File: config.mk
export PLATFORM = sky130hd
export DESIGN_NAME = pih_hub
export DESIGN_NICKNAME = d
export VERILOG_FILES = /design/src/rtl/pih_pkg.sv /design/src/rtl/pih_regs.sv /design/src/rtl/pih_pick.sv /design/src/rtl/pih_vec.sv /design/src/rtl/pih_hub.sv
export SDC_FILE = /design/constraint.sdc
export NUM_CORES = 1
export LEC_CHECK = 0
export BUFFER_PORTS_ARGS = -buffer_cell sky130_fd_sc_hd__buf_2
export CELL_PAD_IN_SITES_DETAIL_PLACEMENT = 2
export CELL_PAD_IN_SITES_GLOBAL_PLACEMENT = 2
export CORE_UTILIZATION = 28
export DETAILED_ROUTE_END_ITERATION = 12
export PLACE_DENSITY = 0.77
export SLEW_MARGIN = 40
export SYNTH_ARGS = -nofsm -noshare
export SYNTH_HDL_FRONTEND = slang
export SYNTH_SLANG_ARGS = --single-unit
File: constraint.sdc
create_clock -name clk -period 1.8 [get_ports clk]
set_clock_uncertainty 0.2 [all_clocks]
set_input_delay 0.09 -clock clk [delete_from_list [all_inputs] [get_ports clk]]
set_output_delay 0.09 -clock clk [all_outputs]
set_load 0.005 [all_outputs]
File: src/rtl/pih_pkg.sv
// Package: shared register address encoding for the interrupt aggregation handler.
// Assumes a two-bit register address space.
package pih_pkg;
    typedef enum logic [1:0] {
        REG_ENABLE = 2'd0,
        REG_PEND   = 2'd1,
        REG_STEER  = 2'd2,
        REG_NONE   = 2'd3
    } reg_addr_e;
endpackage

File: src/rtl/pih_regs.sv
// Module: per-source enable, pending and steering state.
// Pending bits are set by events, cleared by acknowledge clears or by
// software AND-writes; an event in the same cycle as a clear wins.
// Assumes clr_vec carries at most one bit per accepted acknowledge.
module pih_regs
    import pih_pkg::*;
#(
    parameter int N = 16
) (
    input  logic         clk,
    input  logic         rst_n,
    input  logic         wr_en,
    input  logic [1:0]   wr_addr,
    input  logic [N-1:0] wr_data,
    input  logic [N-1:0] src_evt,
    input  logic [N-1:0] clr_vec,
    output logic [N-1:0] enable_q,
    output logic [N-1:0] pend_q,
    output logic [N-1:0] steer_q
);
    logic [N-1:0] pend_n;

    // Next pending value: software clear, then acknowledge clear, then events.
    always_comb begin
        pend_n = pend_q;
        if (wr_en && (wr_addr == REG_PEND))
            pend_n = pend_n & wr_data;
        pend_n = (pend_n & ~clr_vec) | src_evt;
    end

    // State registers with synchronous active-low reset.
    always_ff @(posedge clk) begin
        if (!rst_n) begin
            enable_q <= '0;
            pend_q   <= '0;
            steer_q  <= '0;
        end else begin
            pend_q <= pend_n;
            if (wr_en && (wr_addr == REG_ENABLE))
                enable_q <= wr_data;
            if (wr_en && (wr_addr == REG_STEER))
                steer_q <= wr_data;
        end
    end
endmodule

File: src/rtl/pih_pick.sv
// Module: fixed-priority picker; the lowest set bit of cand wins.
// Assumes IW is wide enough to index N candidates.
module pih_pick #(
    parameter int N  = 16,
    parameter int IW = 4
) (
    input  logic [N-1:0]  cand,
    output logic          hit,
    output logic [IW-1:0] idx
);
    // Scan from the top so that the lowest set index is the last assignment.
    always_comb begin
        hit = 1'b0;
        idx = '0;
        for (int i = N - 1; i >= 0; i--) begin
            if (cand[i]) begin
                hit = 1'b1;
                idx = IW'(i);
            end
        end
    end
endmodule

File: src/rtl/pih_vec.sv
// Module: registers the service vector of an accepted acknowledge.
// The server line takes the vector when both lines are accepted together.
// Assumes the accept inputs already include the line's request.
module pih_vec #(
    parameter int            IW       = 4,
    parameter int            VEC_W    = 16,
    parameter logic [VEC_W-1:0] VEC_BASE = 16'h2000
) (
    input  logic             clk,
    input  logic             rst_n,
    input  logic             take_std,
    input  logic             take_srv,
    input  logic [IW-1:0]    idx_std,
    input  logic [IW-1:0]    idx_srv,
    output logic             vec_valid,
    output logic [VEC_W-1:0] vec_addr
);
    logic [IW-1:0] idx_sel;

    // Choose which winner's index forms the vector.
    assign idx_sel = take_srv ? idx_srv : idx_std;

    // Vector register: loads base plus twice the index on acceptance.
    always_ff @(posedge clk) begin
        if (!rst_n) begin
            vec_valid <= 1'b0;
            vec_addr  <= '0;
        end else begin
            vec_valid <= take_std || take_srv;
            if (take_std || take_srv)
                vec_addr <= VEC_BASE + (VEC_W'(idx_sel) << 1);
        end
    end
endmodule

File: src/rtl/pih_hub.sv
// Module: top of the peripheral interrupt aggregation handler.
// Steers each enabled pending source to the standard or server request
// line, picks the lowest index per line, clears it on acknowledge and
// presents its vector. Assumes acknowledges are single-cycle pulses.
module pih_hub
    import pih_pkg::*;
#(
    parameter int               NUM_SRC  = 16,
    parameter int               VEC_W    = 16,
    parameter logic [VEC_W-1:0] VEC_BASE = 16'h2000
) (
    input  logic               clk,
    input  logic               rst_n,
    input  logic               wr_en,
    input  logic [1:0]         wr_addr,
    input  logic [NUM_SRC-1:0] wr_data,
    input  logic [1:0]         rd_addr,
    output logic [NUM_SRC-1:0] rd_data,
    input  logic [NUM_SRC-1:0] src_evt,
    input  logic               ack_std,
    input  logic               ack_srv,
    output logic               std_req,
    output logic               srv_req,
    output logic               vec_valid,
    output logic [VEC_W-1:0]   vec_addr
);
    localparam int IW    = (NUM_SRC > 1) ? $clog2(NUM_SRC) : 1;
    localparam int LINES = 2;   // line 0 standard, line 1 server

    logic [NUM_SRC-1:0] enable_q, pend_q, steer_q;
    logic [NUM_SRC-1:0] cand  [LINES];
    logic [NUM_SRC-1:0] clr   [LINES];
    logic [LINES-1:0]   hit, ack, take;
    logic [IW-1:0]      idx   [LINES];
    logic [NUM_SRC-1:0] clr_vec;

    assign ack = {ack_srv, ack_std};

    pih_regs #(.N(NUM_SRC)) u_regs (
        .clk      (clk),
        .rst_n    (rst_n),
        .wr_en    (wr_en),
        .wr_addr  (wr_addr),
        .wr_data  (wr_data),
        .src_evt  (src_evt),
        .clr_vec  (clr_vec),
        .enable_q (enable_q),
        .pend_q   (pend_q),
        .steer_q  (steer_q)
    );

    // One candidate set, picker and clear vector per request line.
    for (genvar p = 0; p < LINES; p++) begin : g_line
        assign cand[p] = pend_q & enable_q & ((p == 1) ? steer_q : ~steer_q);

        pih_pick #(.N(NUM_SRC), .IW(IW)) u_pick (
            .cand (cand[p]),
            .hit  (hit[p]),
            .idx  (idx[p])
        );

        assign take[p] = ack[p] && hit[p];
        assign clr[p]  = take[p] ? (NUM_SRC'(1) << idx[p]) : '0;
    end

    assign clr_vec = clr[0] | clr[1];
    assign std_req = hit[0];
    assign srv_req = hit[1];

    pih_vec #(.IW(IW), .VEC_W(VEC_W), .VEC_BASE(VEC_BASE)) u_vec (
        .clk       (clk),
        .rst_n     (rst_n),
        .take_std  (take[0]),
        .take_srv  (take[1]),
        .idx_std   (idx[0]),
        .idx_srv   (idx[1]),
        .vec_valid (vec_valid),
        .vec_addr  (vec_addr)
    );

    // Combinational register read mux.
    always_comb begin
        case (rd_addr)
            REG_ENABLE: rd_data = enable_q;
            REG_PEND:   rd_data = pend_q;
            REG_STEER:  rd_data = steer_q;
            default:    rd_data = '0;
        endcase
    end
endmodule

Word-level counts from Yosys, hierarchy flattened
Cells that the tools add are included.
{ "word_totals": {"register_bits": 65, "output_inout_bits": 35, "wordCells": 98} }
{ "classes": {"addsub": 1, "n_eq_ne": 4, "shift": 2, "muxes": 69, "bitwise": 9, "reduce_logical": 8} }
{ "ops": {"columns": ["operator", "count"], "rows": [
  ["$mux W4", 33],
  ["$and A16 B16 Y16", 5],
  ["$mux W16", 3],
  ["$pmux W16 S3", 1],
  ["$mux W1", 32],
  ["$not A16 Y16", 2],
  ["$or A16 B16 Y16", 2],
  ["$shl A1 B4 Y16 const A", 2],
  ["$add A14 B5 Y15 const A", 1],
  ["$logic_and A1 B1 Y1", 5],
  ["$eq A2 B1 Y1 const B", 2],
  ["$eq A2 B2 Y1 const B", 2],
  ["$logic_not A2 Y1", 2],
  ["$logic_or A1 B1 Y1", 1]
]} }

Depth between registers and ports, before layout
{ "logic_depth": {"depth_word": 24, "depth_mapped": 7, "mapped_depth_nobuf": 7} }

Cells and area by module
Synthesis repeated with hierarchy kept, for this count alone.
{ "unflattened": {"cells_unflattened": 411, "hier_area_um2": 3489.6} }
{ "by_module_without_submodules": {"columns": ["mod", "instances", "cells_each", "area_each_um2", "seq_area_each_um2"], "rows": [
  ["pih_regs", 1, 191, 1964.4, 960.9],
  ["pih_hub", 1, 121, 829.5, 0.0],
  ["pih_pick", 2, 33, 178.9, 0.0],
  ["pih_vec", 1, 33, 337.8, 120.1]
]} }

Worst setup path before layout
Ideal clock, no wire load.
{ "synth_timing": {"path_kind": "register to register", "from": "register u_regs.pend_q[14]", "to": "register u_regs.pend_q[9]", "setup_time_ps": 122, "arrival_time_ps": 1551, "slack_ps": -73, "path_stages_with_launch": 8, "path_buffers": 0, "period_less_slack_ps": 1873, "cell_sequence": "dfxtp_1 and3_4 o211ai_2 a31o_2 a31oi_4 o21ai_4 o211ai_2 o311a_1"} }
{ "synth_between": {"elab_chain_cells": 23} }
{ "synth_lines": {"columns": ["element", "line_no", "rtl"], "rows": [
  ["from (decl)", "pih_regs.sv:18", "output logic [N-1:0] pend_q,"],
  ["from (signal assigned)", "pih_regs.sv:38", "pend_q <= pend_n;"],
  ["$and A16 B16 Y16 (*)", "pih_hub.sv:54", "assign cand[p] = pend_q & enable_q & ((p == 1) ? steer_q : ~steer_q);"],
  ["$and A16 B16 Y16", "pih_hub.sv:54", null],
  ["$mux W4 / $mux W1 (equally long branches) (15 in series)", "pih_pick.sv:16", "if (cand[i]) begin"],
  ["$shl A1 B4 Y16 / $logic_and A1 B1 Y1 (equally long branches)", "pih_hub.sv:63, pih_hub.sv:62", null],
  ["$mux W16", "pih_hub.sv:63", "assign clr[p] = take[p] ? (NUM_SRC'(1) << idx[p]) : '0;"],
  ["$or A16 B16 Y16 (*)", "pih_hub.sv:66", "assign clr_vec = clr[0] | clr[1];"],
  ["$not A16 Y16 (*)", "pih_regs.sv:28", "pend_n = (pend_n & ~clr_vec) | src_evt;"],
  ["$and A16 B16 Y16 (*)", "pih_regs.sv:28", null],
  ["$or A16 B16 Y16 (*)", "pih_regs.sv:28", null]
]} }
Mark *: on every way between the ends. The rest lies on a longest branch, timed or not.
A chain may end at the register's enable or synchronous reset.

Final worst setup path
{ "layout_timing": {"from": "register u_regs.enable_q[13]", "to": "register u_regs.pend_q[13]"} }
{ "layout_between": {"elab_chain_cells": 22} }
{ "layout_lines": {"columns": ["element", "line_no", "rtl"], "rows": [
  ["from (decl)", "pih_regs.sv:17", "output logic [N-1:0] enable_q,"],
  ["from (signal assigned)", "pih_regs.sv:40", "enable_q <= wr_data;"],
  ["$and A16 B16 Y16 (*)", "pih_hub.sv:54", null],
  ["$and A16 B16 Y16", "pih_hub.sv:54", null],
  ["$mux W4 / $mux W1 (equally long branches) (14 in series)", "pih_pick.sv:16", null],
  ["$shl A1 B4 Y16 / $logic_and A1 B1 Y1 (equally long branches)", "pih_hub.sv:63, pih_hub.sv:62", null],
  ["$mux W16", "pih_hub.sv:63", null],
  ["$or A16 B16 Y16 (*)", "pih_hub.sv:66", null],
  ["$not A16 Y16 (*)", "pih_regs.sv:28", null],
  ["$and A16 B16 Y16 (*)", "pih_regs.sv:28", null],
  ["$or A16 B16 Y16 (*)", "pih_regs.sv:28", null]
]} }
Marks and branches as above.

==> flow_summary_export.csv <==
group,metric,value,unit
cts,clkTransAtPathRegs,0.08,ns
pwr,p_int,2.20,mW
placement,port_buffers,64,
outcome,run_status,"finished, violations left",
global_routing,antenna_found_initial,1,
pwr,power_switching,1.09,mW
floorplanning,ios,76,
cts,clock_latency,0.32,ns
floorplanning,die_area,0.0127,mm2
pwr,ir_drop,0.000354,V
critical_path,crit_chain,"nand3_2 > o211ai_1 > a41o_1 > a21oi_4 > a31oi_4 > o211ai_2 > o311a_1",
floorplanning,die_x,113,um
sta,clock.fmax,0.413,GHz
sta,worst_pin_slew,0.576,ns
pwr,switching_share,33.2,%
critical_path,crit_required,1.78,ns
global_routing,grt_overflow,0,
sta,finalCritPeriodShare,135,%
logic_synthesis,synth-edff-count,0,
placement,dp_hpwl,12500,um
global_routing,grt_start_max_net_pins,39,
global_routing,grt_usage,35.5,%
pwr,powerDensity,570,mW/mm2
cells_and_area,drive_above_1_share,45.0,%
pwr,leakagePower,2.54,nW
cts,root_buffer,"clkbuf_16",
logic_synthesis,ys_seq_area_share,31.6,%
cts,htreeDepth,2,
cells_and_area,final_util,48.2,%
floorplanning,start_util,28.6,%
logic_synthesis,ys_warn_count,0,
global_routing,grt_pass1_vias,5264,
sta,rsz0062_at_grt,"yes",
route,wl_per_cell,30.8,um
floorplanning,die_h,113,um
logic_synthesis,synthFlopType,"dfxtp_1",
pwr,seqPwrFrac,41.0,%
cells_and_area,diodes,0,
critical_path,crit_path_end_kind,"register",
cts,clock_sinks,54,
critical_path,cpMaxStageDelayCell,"dfxtp_1",
placement,dp.cells,751,
critical_path,critPathKind,"reg -> reg",
route,drt-pass1-iter-count,4,
pwr,power.total,3.29,mW
flow_run,maxCapViolCount,0,
floorplanning,coreArea,0.0120,mm2
cts,clockBufferDepth,2,
pwr,pwr-share-comb,26.7,%
cells_and_area,nets,711,
sta,hold_viol,0,
route,ant_nets,0,
route,drc,0,
outcome,violations,"negative setup slack",
worst_hold_path,worstHoldPathType,"in -> reg",
critical_path,critPathLaunchType,"register",
cts,cts_tree,"yes",
logic_synthesis,ys_types,64,
route,vias,4990,
critical_path,cpPeakStageDelay,0.41,ns
logic_synthesis,ys_ff_latch,54,
sta,setup_viol,23,
sta,setup_slack,-0.622,ns
logic_synthesis,synthArstFlopShare,0,%
sta,setup-tns-final,-8.17,ns
placement,place_congestion,0.906,
critical_path,critical_path.max_fanout,3,
cells_and_area,instances_no_fill,816,
logic_synthesis,synth_area,0.00343,mm2
cts,cts-buffers-inserted,5,
floorplanning,rows,40,
route,routed_via_density,6.12,
sta,slew_headroom,61.6,%
sta,fin_crit,2.42,ns
logic_synthesis,syn-instance-count,455,
critical_path,critical_path_arrival,2.40,ns
route,drt-initial-drc-count,381,
sta,slew_viol_final,0,
cells_and_area,synthToLayoutAreaGrowth,68.4,%
global_routing,grt_pass1_wl,33300,um
sta,hold_ws,0.0892,ns
pwr,clockPowerShare,32.2,%
route,drt-total-wl,25100,um
logic_synthesis,avgSynthCellArea,7.53,um2
==> layout by cell type (no fill, tap or decap), types with 8 or more instances in the layout <==
cell type	netlist	routed
nand3_2	1	10
nand3b_1	14	14
conb_1	1	11
mux2i_1	16	16
buf_2	2	63
dfxtp_2	0	26
o21ai_0	37	31
buf_6	0	13
nand3_1	21	8
buf_4	11	116
dlygate4sd3_1	0	34
a31oi_1	10	8
dfxtp_1	54	25
a21oi_1	40	36
nand2_1	106	102
nor2_1	20	17
==> state kept, by name, indices dropped and copies added (netlist names) <==
register	flops
u_regs.enable_q	16
u_regs.pend_q	16
u_regs.steer_q	16
u_vec.vec_addr	5
u_vec.vec_valid	1
==> cells in the mapped netlist, drive strengths merged, types with 4 or more instances <==
library cell    n  area [um2]
nand3b         16         136
and3           11        73.8
o311a           5        51.3
nor3            5        30.0
nand4           7        43.8
buf            14        96.3
a21oi          41         209
nand2b          5        31.3
dfxtp          54        1080
o21a            5        37.5
clkbuf         17        63.8
nand2         106         398
nor2           20        75.1
nand3          22         115
o21ai          42         225
inv             6        22.5
mux2i          16         160
o211ai          8        70.1
and2            4        27.5
a31oi          12         105
==> kinds of logic (layout without fill, tap and decap cells) <==
group / count (synthesis) / count (layout) / synth area share, %
simple gates: 207 / 207 / 30.1
compound gates: 140 / 140 / 28.2
flops: 54 / 54 / 31.6
buf+inv: 37 / 241 / 5.33
mux: 16 / 16 / 4.67
other cells: 1 / 11 / 0.109
==> layer usage <==
| layer | wire [um] | track usage (%) | share of wire (%) |
|---|---|---|---|
| met5 | 13 | 0 | 0.052 |
| met4 | 1550 | 19.9 | 6.2 |
| met3 | 1450 | 8.32 | 5.8 |
| met2 | 12100 | 60.8 | 48 |
| met1 | 10000 | 40.6 | 40 |
==> power by group through the flow <==
stage,Combinational (mW),Clock [mW],Sequential [mW]
final,0.879,1.06,1.35
after global routing,0.910,1.09,1.35
after CTS,0.726,1.02,1.32
after detailed placement,0.620,0,1.34
after global placement,0.592,0,1.33
after floorplan,0.286,0,1.34
==> critical path: cells and delay by family, from the launching register on <==
family             cells  cell delay, ns
AOI/OAI and AO/OA      6            1.47
DFF                    1            0.41
and+or+nand+nor        1            0.20
==> timing repair <==
| action | CTS | global route |
|---|---|---|
| buffers inserted | 14 | 12 |
| hold buffers | 34 | 0 |
| setup endpoints to repair | 20 | 23 |
| cloned | 0 | 0 |
| resized for setup | 60 | 50 |
| pin swaps | 27 | 19 |
| endpoints found under the hold margin | 48 | 0 |
==> layout make-up <==
| cell class | count | area [um2] |
|---|---|---|
| inverters | 6 | 22.5 |
| repair buffers | 229 | 1730 |
| flip-flops and latches | 54 | 1120 |
| fillers | 1284 | 6190 |
| clock buffers | 6 | 139 |
| well taps | 147 | 184 |
| multi-input cells | 374 | 2570 |
==> path summary, 6_finish.rpt <==
kind	cells past startpoint	start	end	slack (ns)
max	7	u_regs.enable_q[13]$_SDFFE_PN0P_	u_regs.pend_q[13]$_SDFF_PN0_	-0.62
min	3	ack_std	u_regs.pend_q[0]$_SDFF_PN0_	0.09
max reg2reg	7	u_regs.enable_q[13]$_SDFFE_PN0P_	u_regs.pend_q[13]$_SDFF_PN0_	-0.62
min reg2reg	2	u_vec.vec_addr[13]$_SDFFE_PN0P_	u_vec.vec_addr[13]$_SDFFE_PN0P_	0.33
==> metrics by stage <==
stage          worst slack [ns]  area, um2
2_1_floorplan           -0.0680       3480
3_3_place_gp             -0.436       4630
3_5_place_dp             -0.439       4630
4_1_cts                  -0.275       5480
5_1_grt                  -0.609       5770
6_report                 -0.622       5770
Note: power is estimated with default switching activity, not from simulation.
